**src/rtl/twwd_pkg.sv**
```systemverilog
package twwd_pkg;

  localparam logic [31:0] OFS_KICK  = 32'h0000_1000;
  localparam logic [31:0] OFS_CTRL  = 32'h0000_2000;
  localparam logic [31:0] OFS_LEN2  = 32'h0000_2008;
  localparam logic [31:0] OFS_LEN1  = 32'h0000_2010;
  localparam logic [31:0] OFS_SPARE = 32'h0000_2014;
  localparam logic [31:0] OFS_WARM  = 32'h0000_2FD0;

  localparam int CTRL_EN_BIT  = 0;
  localparam int CTRL_IRQ_BIT = 1;

  typedef enum logic [1:0] {
    PH_IDLE = 2'd0,
    PH_WIN1 = 2'd1,
    PH_WIN2 = 2'd2,
    PH_DONE = 2'd3
  } phase_t;

  // A window ends on the edge where its remaining count is 0 or 1.
  function automatic logic window_ends(input logic [63:0] remaining);
    return remaining <= 64'd1;
  endfunction

  function automatic logic addr_is(input logic [31:0] a, input logic [31:0] ofs);
    return a == ofs;
  endfunction

endpackage

```
**src/rtl/twwd_regs.sv**
```systemverilog
module twwd_regs
  import twwd_pkg::*;
#(
  parameter int ADDR_W = 14,
  parameter int DATA_W = 32,
  parameter int CNT_W  = 32
) (
  input  logic              clk,
  input  logic              rst_n,
  input  logic              bus_wr,
  input  logic [ADDR_W-1:0] bus_addr,
  input  logic [DATA_W-1:0] bus_wdata,
  output logic [DATA_W-1:0] bus_rdata,
  input  logic              win1_exp,
  output logic              en_q,
  output logic              en_next,
  output logic              start_p,
  output logic              refresh_p,
  output logic              irq_q,
  output logic [CNT_W-1:0]  len1_q,
  output logic [CNT_W-1:0]  len2_q
);

  logic [31:0]       addr_ext;
  logic              wr_ctrl, wr_kick, wr_len1, wr_len2, wr_spare, wr_warm;
  logic              irq_clr;
  logic [DATA_W-1:0] spare_q, warm_q;

  assign addr_ext = 32'(bus_addr);

  always_comb begin
    wr_ctrl  = bus_wr && addr_is(addr_ext, OFS_CTRL);
    wr_kick  = bus_wr && addr_is(addr_ext, OFS_KICK);
    wr_len1  = bus_wr && addr_is(addr_ext, OFS_LEN1);
    wr_len2  = bus_wr && addr_is(addr_ext, OFS_LEN2);
    wr_spare = bus_wr && addr_is(addr_ext, OFS_SPARE);
    wr_warm  = bus_wr && addr_is(addr_ext, OFS_WARM);
  end

  assign en_next   = wr_ctrl ? bus_wdata[CTRL_EN_BIT] : en_q;
  assign start_p   = wr_ctrl && bus_wdata[CTRL_EN_BIT] && !en_q;
  assign refresh_p = wr_kick && bus_wdata[0] && en_q;
  assign irq_clr   = wr_ctrl && bus_wdata[CTRL_IRQ_BIT];

  always_ff @(posedge clk or negedge rst_n) begin
    if (!rst_n) begin
      en_q    <= 1'b0;
      irq_q   <= 1'b0;
      len1_q  <= '0;
      len2_q  <= '0;
      spare_q <= '0;
      warm_q  <= '0;
    end else begin
      en_q <= en_next;
      if (win1_exp)     irq_q <= 1'b1;
      else if (irq_clr) irq_q <= 1'b0;
      if (wr_len1)  len1_q  <= bus_wdata[CNT_W-1:0];
      if (wr_len2)  len2_q  <= bus_wdata[CNT_W-1:0];
      if (wr_spare) spare_q <= bus_wdata;
      if (wr_warm)  warm_q  <= bus_wdata;
    end
  end

  always_comb begin
    bus_rdata = '0;
    if (addr_is(addr_ext, OFS_CTRL)) begin
      bus_rdata[CTRL_EN_BIT]  = en_q;
      bus_rdata[CTRL_IRQ_BIT] = irq_q;
    end else if (addr_is(addr_ext, OFS_LEN1)) begin
      bus_rdata = DATA_W'(len1_q);
    end else if (addr_is(addr_ext, OFS_LEN2)) begin
      bus_rdata = DATA_W'(len2_q);
    end else if (addr_is(addr_ext, OFS_SPARE)) begin
      bus_rdata = spare_q;
    end else if (addr_is(addr_ext, OFS_WARM)) begin
      bus_rdata = warm_q;
    end
  end

  // the end of window one always leaves the flag set
  a_r4_irq_set: assert property (@(posedge clk) disable iff (!rst_n)
    win1_exp |=> irq_q);

  // a write-one clear without a competing set drops the flag
  a_r4_irq_w1c: assert property (@(posedge clk) disable iff (!rst_n)
    (irq_clr && !win1_exp) |=> !irq_q);

endmodule

```
**src/rtl/twwd_seq.sv**
```systemverilog
module twwd_seq
  import twwd_pkg::*;
#(
  parameter int CNT_W = 32
) (
  input  logic             clk,
  input  logic             rst_n,
  input  logic             start_p,
  input  logic             refresh_p,
  input  logic             run,
  input  logic [CNT_W-1:0] len1,
  input  logic [CNT_W-1:0] len2,
  output phase_t           phase,
  output logic             win1_exp,
  output logic             win2_exp
);

  logic [CNT_W-1:0] remain;
  logic             restart, ticking, at_end;

  always_comb begin
    restart  = start_p || refresh_p;
    ticking  = run && !restart;
    at_end   = window_ends(64'(remain));
    win1_exp = ticking && (phase == PH_WIN1) && at_end;
    win2_exp = ticking && (phase == PH_WIN2) && at_end;
  end

  always_ff @(posedge clk or negedge rst_n) begin
    if (!rst_n) begin
      phase  <= PH_IDLE;
      remain <= '0;
    end else if (restart) begin
      phase  <= PH_WIN1;
      remain <= len1;
    end else if (!run) begin
      phase  <= PH_IDLE;
    end else begin
      case (phase)
        PH_WIN1: begin
          if (at_end) begin
            phase  <= PH_WIN2;
            remain <= len2;
          end else begin
            remain <= remain - CNT_W'(1);
          end
        end
        PH_WIN2: begin
          if (at_end) phase <= PH_DONE;
          else        remain <= remain - CNT_W'(1);
        end
        default: ;
      endcase
    end
  end

  // an enable from the disabled state loads window one
  a_r3_start_loads: assert property (@(posedge clk) disable iff (!rst_n)
    start_p |=> (phase == PH_WIN1) && (remain == $past(len1)));

  // a refresh reloads window one from its full length
  a_r6_refresh_restarts: assert property (@(posedge clk) disable iff (!rst_n)
    refresh_p |=> (phase == PH_WIN1) && (remain == $past(len1)));

  // once spent, only a restart leaves the spent state for a window
  a_r9_done_holds: assert property (@(posedge clk) disable iff (!rst_n)
    ((phase == PH_DONE) && !restart) |=> (phase == PH_DONE || phase == PH_IDLE));

endmodule

```
**src/rtl/twwd_rstgen.sv**
```systemverilog
module twwd_rstgen #(
  parameter int RST_CYC = 16
) (
  input  logic clk,
  input  logic rst_n,
  input  logic trigger,
  output logic pulse
);

  localparam int HOLD_W = $clog2(RST_CYC + 1);

  logic [HOLD_W-1:0] hold;
  logic [15:0]       hi_len;

  always_ff @(posedge clk or negedge rst_n) begin
    if (!rst_n)           hold <= '0;
    else if (trigger)     hold <= HOLD_W'(RST_CYC);
    else if (hold != '0)  hold <= hold - HOLD_W'(1);
  end

  assign pulse = (hold != '0);

  // length of the current high stretch, kept only for the check below
  always_ff @(posedge clk or negedge rst_n) begin
    if (!rst_n)     hi_len <= '0;
    else if (pulse) hi_len <= hi_len + 16'(hi_len != 16'hFFFF);
    else            hi_len <= '0;
  end

  // a reset request never ends before RST_CYC cycles
  a_r5_pulse_len: assert property (@(posedge clk) disable iff (!rst_n)
    $fell(pulse) |-> (hi_len >= 16'(RST_CYC)));

endmodule

```
**src/rtl/twwd_top.sv**
```systemverilog
module twwd_top
  import twwd_pkg::*;
#(
  parameter int ADDR_W  = 14,
  parameter int DATA_W  = 32,
  parameter int CNT_W   = 32,
  parameter int RST_CYC = 16
) (
  input  logic              clk,
  input  logic              rst_n,
  input  logic              bus_wr,
  input  logic [ADDR_W-1:0] bus_addr,
  input  logic [DATA_W-1:0] bus_wdata,
  output logic [DATA_W-1:0] bus_rdata,
  output logic              win1_irq,
  output logic              sys_rst_req
);

  logic             en_q, en_next, start_p, refresh_p, irq_q;
  logic             win1_exp, win2_exp;
  logic [CNT_W-1:0] len1_q, len2_q;
  phase_t           phase;

  twwd_regs #(.ADDR_W(ADDR_W), .DATA_W(DATA_W), .CNT_W(CNT_W)) u_regs (
    .clk(clk), .rst_n(rst_n),
    .bus_wr(bus_wr), .bus_addr(bus_addr), .bus_wdata(bus_wdata),
    .bus_rdata(bus_rdata), .win1_exp(win1_exp),
    .en_q(en_q), .en_next(en_next), .start_p(start_p),
    .refresh_p(refresh_p), .irq_q(irq_q),
    .len1_q(len1_q), .len2_q(len2_q)
  );

  twwd_seq #(.CNT_W(CNT_W)) u_seq (
    .clk(clk), .rst_n(rst_n),
    .start_p(start_p), .refresh_p(refresh_p), .run(en_next),
    .len1(len1_q), .len2(len2_q),
    .phase(phase), .win1_exp(win1_exp), .win2_exp(win2_exp)
  );

  twwd_rstgen #(.RST_CYC(RST_CYC)) u_rstgen (
    .clk(clk), .rst_n(rst_n),
    .trigger(win2_exp), .pulse(sys_rst_req)
  );

  assign win1_irq = irq_q;

  // nothing expires while disabled and not being enabled
  a_r7_quiet_when_off: assert property (@(posedge clk) disable iff (!rst_n)
    (!en_q && !start_p) |-> (!win1_exp && !win2_exp));

  // a reset request only starts out of window two
  a_r5_rst_after_win2: assert property (@(posedge clk) disable iff (!rst_n)
    $rose(sys_rst_req) |-> ($past(phase) == PH_WIN2));

endmodule

```
**config.mk**
```make
export PLATFORM = sky130hd
export DESIGN_NAME = twwd_top
export DESIGN_NICKNAME = d
export VERILOG_FILES = /design/src/rtl/twwd_pkg.sv /design/src/rtl/twwd_regs.sv /design/src/rtl/twwd_seq.sv /design/src/rtl/twwd_rstgen.sv /design/src/rtl/twwd_top.sv
export SDC_FILE = /design/constraint.sdc
export NUM_CORES = 1
export LEC_CHECK = 0
export ABC_AREA = 1
export BUFFER_PORTS_ARGS = -buffer_cell sky130_fd_sc_hd__buf_2
export CAP_MARGIN = 20
export CORE_ASPECT_RATIO = 0.5
export CORE_MARGIN = 2
export CORE_UTILIZATION = 57
export CTS_BUF_LIST = sky130_fd_sc_hd__clkbuf_8
export DETAILED_ROUTE_END_ITERATION = 6
export PLACE_DENSITY = 0.8
export SLEW_MARGIN = 25
export SYNTH_ARGS = -nofsm -noshare
export SYNTH_HDL_FRONTEND = slang
export SYNTH_HIERARCHICAL = 1
export SYNTH_SLANG_ARGS = --single-unit
```
**constraint.sdc**
```tcl
create_clock -name clk -period 1.71 [get_ports clk]
set_input_delay 0 -clock clk [delete_from_list [all_inputs] [get_ports clk]]
set_output_delay 0 -clock clk [all_outputs]
set_load 0.1 [all_outputs]
```
==> impl_metrics.py <==
metrics = {
    "drt": {
        "wl_per_cell_um": 18.8,
        "viasPerCell": 5.83,
        "wirelength_mm": 36.0,
        "ant_nets": 0,
        "firstDrtPassIters": 7,
        "drt-initial-drc-count": 1309,
        "drc": 0,
        "vias": 11100,
    },
    "placed_design": {
        "placed_area_mm2": 0.0125,
        "io_buffers": 82,
        "post-dp-hpwl_mm": 24.1,
        "gp_congestion": 0.973,
    },
    "logic_synthesis": {
        "syn_nets": 1494,
        "synthCells": 1442,
        "synthArstFlopShare_pct": 100,
        "yosysMostFrequentCell": "nand2_1",
        "yosys_warnings": 6,
        "synth_top_area_share_pct": 41.8,
        "synth_top_area_cell": "dfrtp_1",
        "synth_area_mm2": 0.0101,
        "ys_dominant_reg_cell": "dfrtp_1",
        "synth_area_leaders": "dfrtp_1, nand2_1, inv_1",
        "seq_area_frac_synth_pct": 41.8,
        "synth-seq-cells": 169,
        "synthTopCellsByCount": "nand2_1, inv_1, nor2_1",
        "synth.avg_cell_area_um2": 7.02,
        "synth-edff-count": 0,
        "synthDistinctLibCells": 33,
    },
    "timing": {
        "fin_crit_ns": 2.05,
        "skew_ns": 0.0124,
        "max_freq_ghz": 0.487,
        "finalSetupViolations": 38,
        "hold_viol_final": 0,
        "finalMaxSlewViolations": 0,
        "setup_tns_ns": -10.49,
        "layout_worst_path_cycle_share_pct": 120,
        "rsz0062_at_grt": "true",
        "setup_ws_ns": -0.341,
        "tightest_slew_ns": 0.484,
        "timing.slew.headroom_pct": 68.0,
    },
    "die": {
        "core-area_mm2": 0.0174,
        "die_h_um": 98.2,
        "rows": 34,
        "start_util_pct": 58.3,
        "die_w_um": 192,
        "io_pins": 83,
        "die_area_mm2": 0.0189,
    },
    "clock_network": {
        "clk_latency_ns": 0.47,
        "cts-root-buf": "clkbuf_8",
        "numCtsBuffers": 17,
        "htree_levels": 4,
        "clockBufferDepth": 2,
        "cts.clk_slew.worst_paths_ns": 0.10,
        "cts_tree": "done",
        "cts_sinks": 169,
    },
    "setup_path": {
        "cp.required_ns": 2.11,
        "end_kind": "flip-flop",
        "crit_arrival_ns": 2.45,
        "startpoint_type": "flip-flop",
        "crit_type": "reg2reg",
        "crit_path_max_fanout": 8,
    },
    "power_and_ir_drop": {
        "ir_drop_v": 0.000472,
        "power_leakage_nw": 7.00,
        "power.density_mw_per_mm2": 530,
    },
    "finish": {
        "fillers": 1130,
        "final_area_mm2": 0.0138,
        "final_layout_size_suffix_gt1_share_pct": 26.5,
        "fin_nets": 1718,
        "num_antenna_cells": 0,
        "layout-area-overhead-vs-synth_pct": 36.9,
    },
    "grt": {
        "grt_pass1_vias": 10400,
        "antenna_found_initial": 0,
        "grt_overflow_total": 0,
        "grt.total_usage_pct": 37.8,
        "grt_max_degree": 61,
        "grt_pass1_wl_mm": 54.8,
    },
    "run_status": {
        "violations": "setup timing",
        "status": "complete, but fails checks",
    },
    "min_path": {
        "hp-class": "in2reg",
    },
    "job": {
        "drv_cap": 0,
    },
}
-- power by group --
group / leakage (nW) / internal [W] / total (W) / switching, W
clock network: 0.192 / 0.00111 / 0.00282 / 0.00171
registers: 2.36 / 0.00400 / 0.00400 / 0.00000405
logic: 4.45 / 0.000207 / 0.000518 / 0.000311
total: 7.00 / 0.00531 / 0.00734 / 0.00203
-- through the flow --
stage	util [%]	hold slack [ns]	instances	worst slack [ns]	power [W]
3_5_place_dp	72.3	-0.0861	1821	-0.160	0.00450
6_report	79.8	0.0903	1913	-0.341	0.00734
4_1_cts	77.9	0.0536	1899	-0.0899	0.00734
5_1_grt	79.8	0.0839	1913	-0.431	0.00759
2_1_floorplan	-	-0.296	1442	-0.0691	0.00424
3_3_place_gp	72.3	-0.0837	1821	-0.142	0.00449
-- cell families (layout without fill, tap and decap cells) --
family,after synthesis,after routing,synth area share (%)
AO/OA/AOI/OAI,232,232,12.1
buffers and inverters,274,511,11.7
AND/OR/NAND/NOR,749,749,32.7
adder cells (fa/ha/maj),3,3,0.371
flip-flops,169,169,41.8
XOR/XNOR,15,15,1.30
-- flip-flops by register name, summed over array words and instances (netlist names) --
| signal | count |
|---|---|
| u_regs/irq_q | 1 |
| u_regs/spare_q | 32 |
| u_regs/len1_q | 32 |
| u_regs/warm_q | 32 |
| u_rstgen/hold | 5 |
| u_seq/phase | 2 |
| u_regs/en_q | 1 |
| u_seq/remain | 32 |
| u_regs/len2_q | 32 |
-- layer usage --
metal	global-route usage [%]	up-vias	wire length, um
li1	-	5031	-
met1	55.4	5271	14900
met2	56.9	740	15800
met3	9.13	103	4410
met4	8.93	0	920
met5	0	-	0
-- area by class of cell --
class / instances / area (um2) / share of cell area (%)
Clock buffer: 18 / 248 / 1.79
Inverter: 196 / 741 / 5.35
Timing Repair Buffer: 283 / 2880 / 20.8
Clock inverter: 14 / 135 / 0.976
Tap cell: 234 / 293 / 2.11
Sequential cell: 169 / 4230 / 30.6
Multi-Input combinational cell: 999 / 5320 / 38.4
-- critical path, cell delays in order, from the launching register on --
cell,delay [ns]
dfrtp_1,0.44
inv_2,0.14
ha_4,0.18
nand2_4,0.06
nor2_4,0.17
nand2_4,0.08
nand2_4,0.09
nand2_4,0.07
a21oi_4,0.20
buf_8,0.18
clkbuf_16,0.17
nor2_2,0.03
a21oi_1,0.15
-- final timing paths --
path	endpoint	start	cells past startpoint	slack, ns
setup / recovery	u_seq/remain[7]$_DFFE_PN0P_	u_seq/remain[0]$_DFFE_PN0P_	12	-0.34
hold / removal	u_regs/irq_q$_DFFE_PN0P_	bus_addr[7]	7	0.09
setup reg to reg	u_seq/remain[7]$_DFFE_PN0P_	u_seq/remain[0]$_DFFE_PN0P_	12	-0.34
hold reg to reg	u_regs/spare_q[25]$_DFFE_PN0P_	u_regs/spare_q[25]$_DFFE_PN0P_	2	0.49
max in group asynchronous	u_regs/len2_q[25]$_DFFE_PN0P_	rst_n	3	1.29
min in group asynchronous	u_regs/warm_q[3]$_DFFE_PN0P_	rst_n	3	0.10
-- placed cells by master, fill, tap and decap left out, types with 49 or more instances in the layout --
cell,instances
buf_12,56
buf_2,49
buf_4,130
dfrtp_1,167
inv_1,180
nand2_1,343
nand3_1,122
nor2_1,135
o21ai_0,60
o21ai_1,95
-- repair_timing --
action / 4_1_cts / 5_1_grt
resized for setup: 63 / 59
hold endpoints to repair: 298 / 0
endpoints found under the setup margin: 71 / 72
hold buffers: 35 / 0
buffers inserted: 10 / 12
cloned: 1 / 3
pin swaps: 7 / 30
No activity file was read; power rests on OpenSTA's default activity.
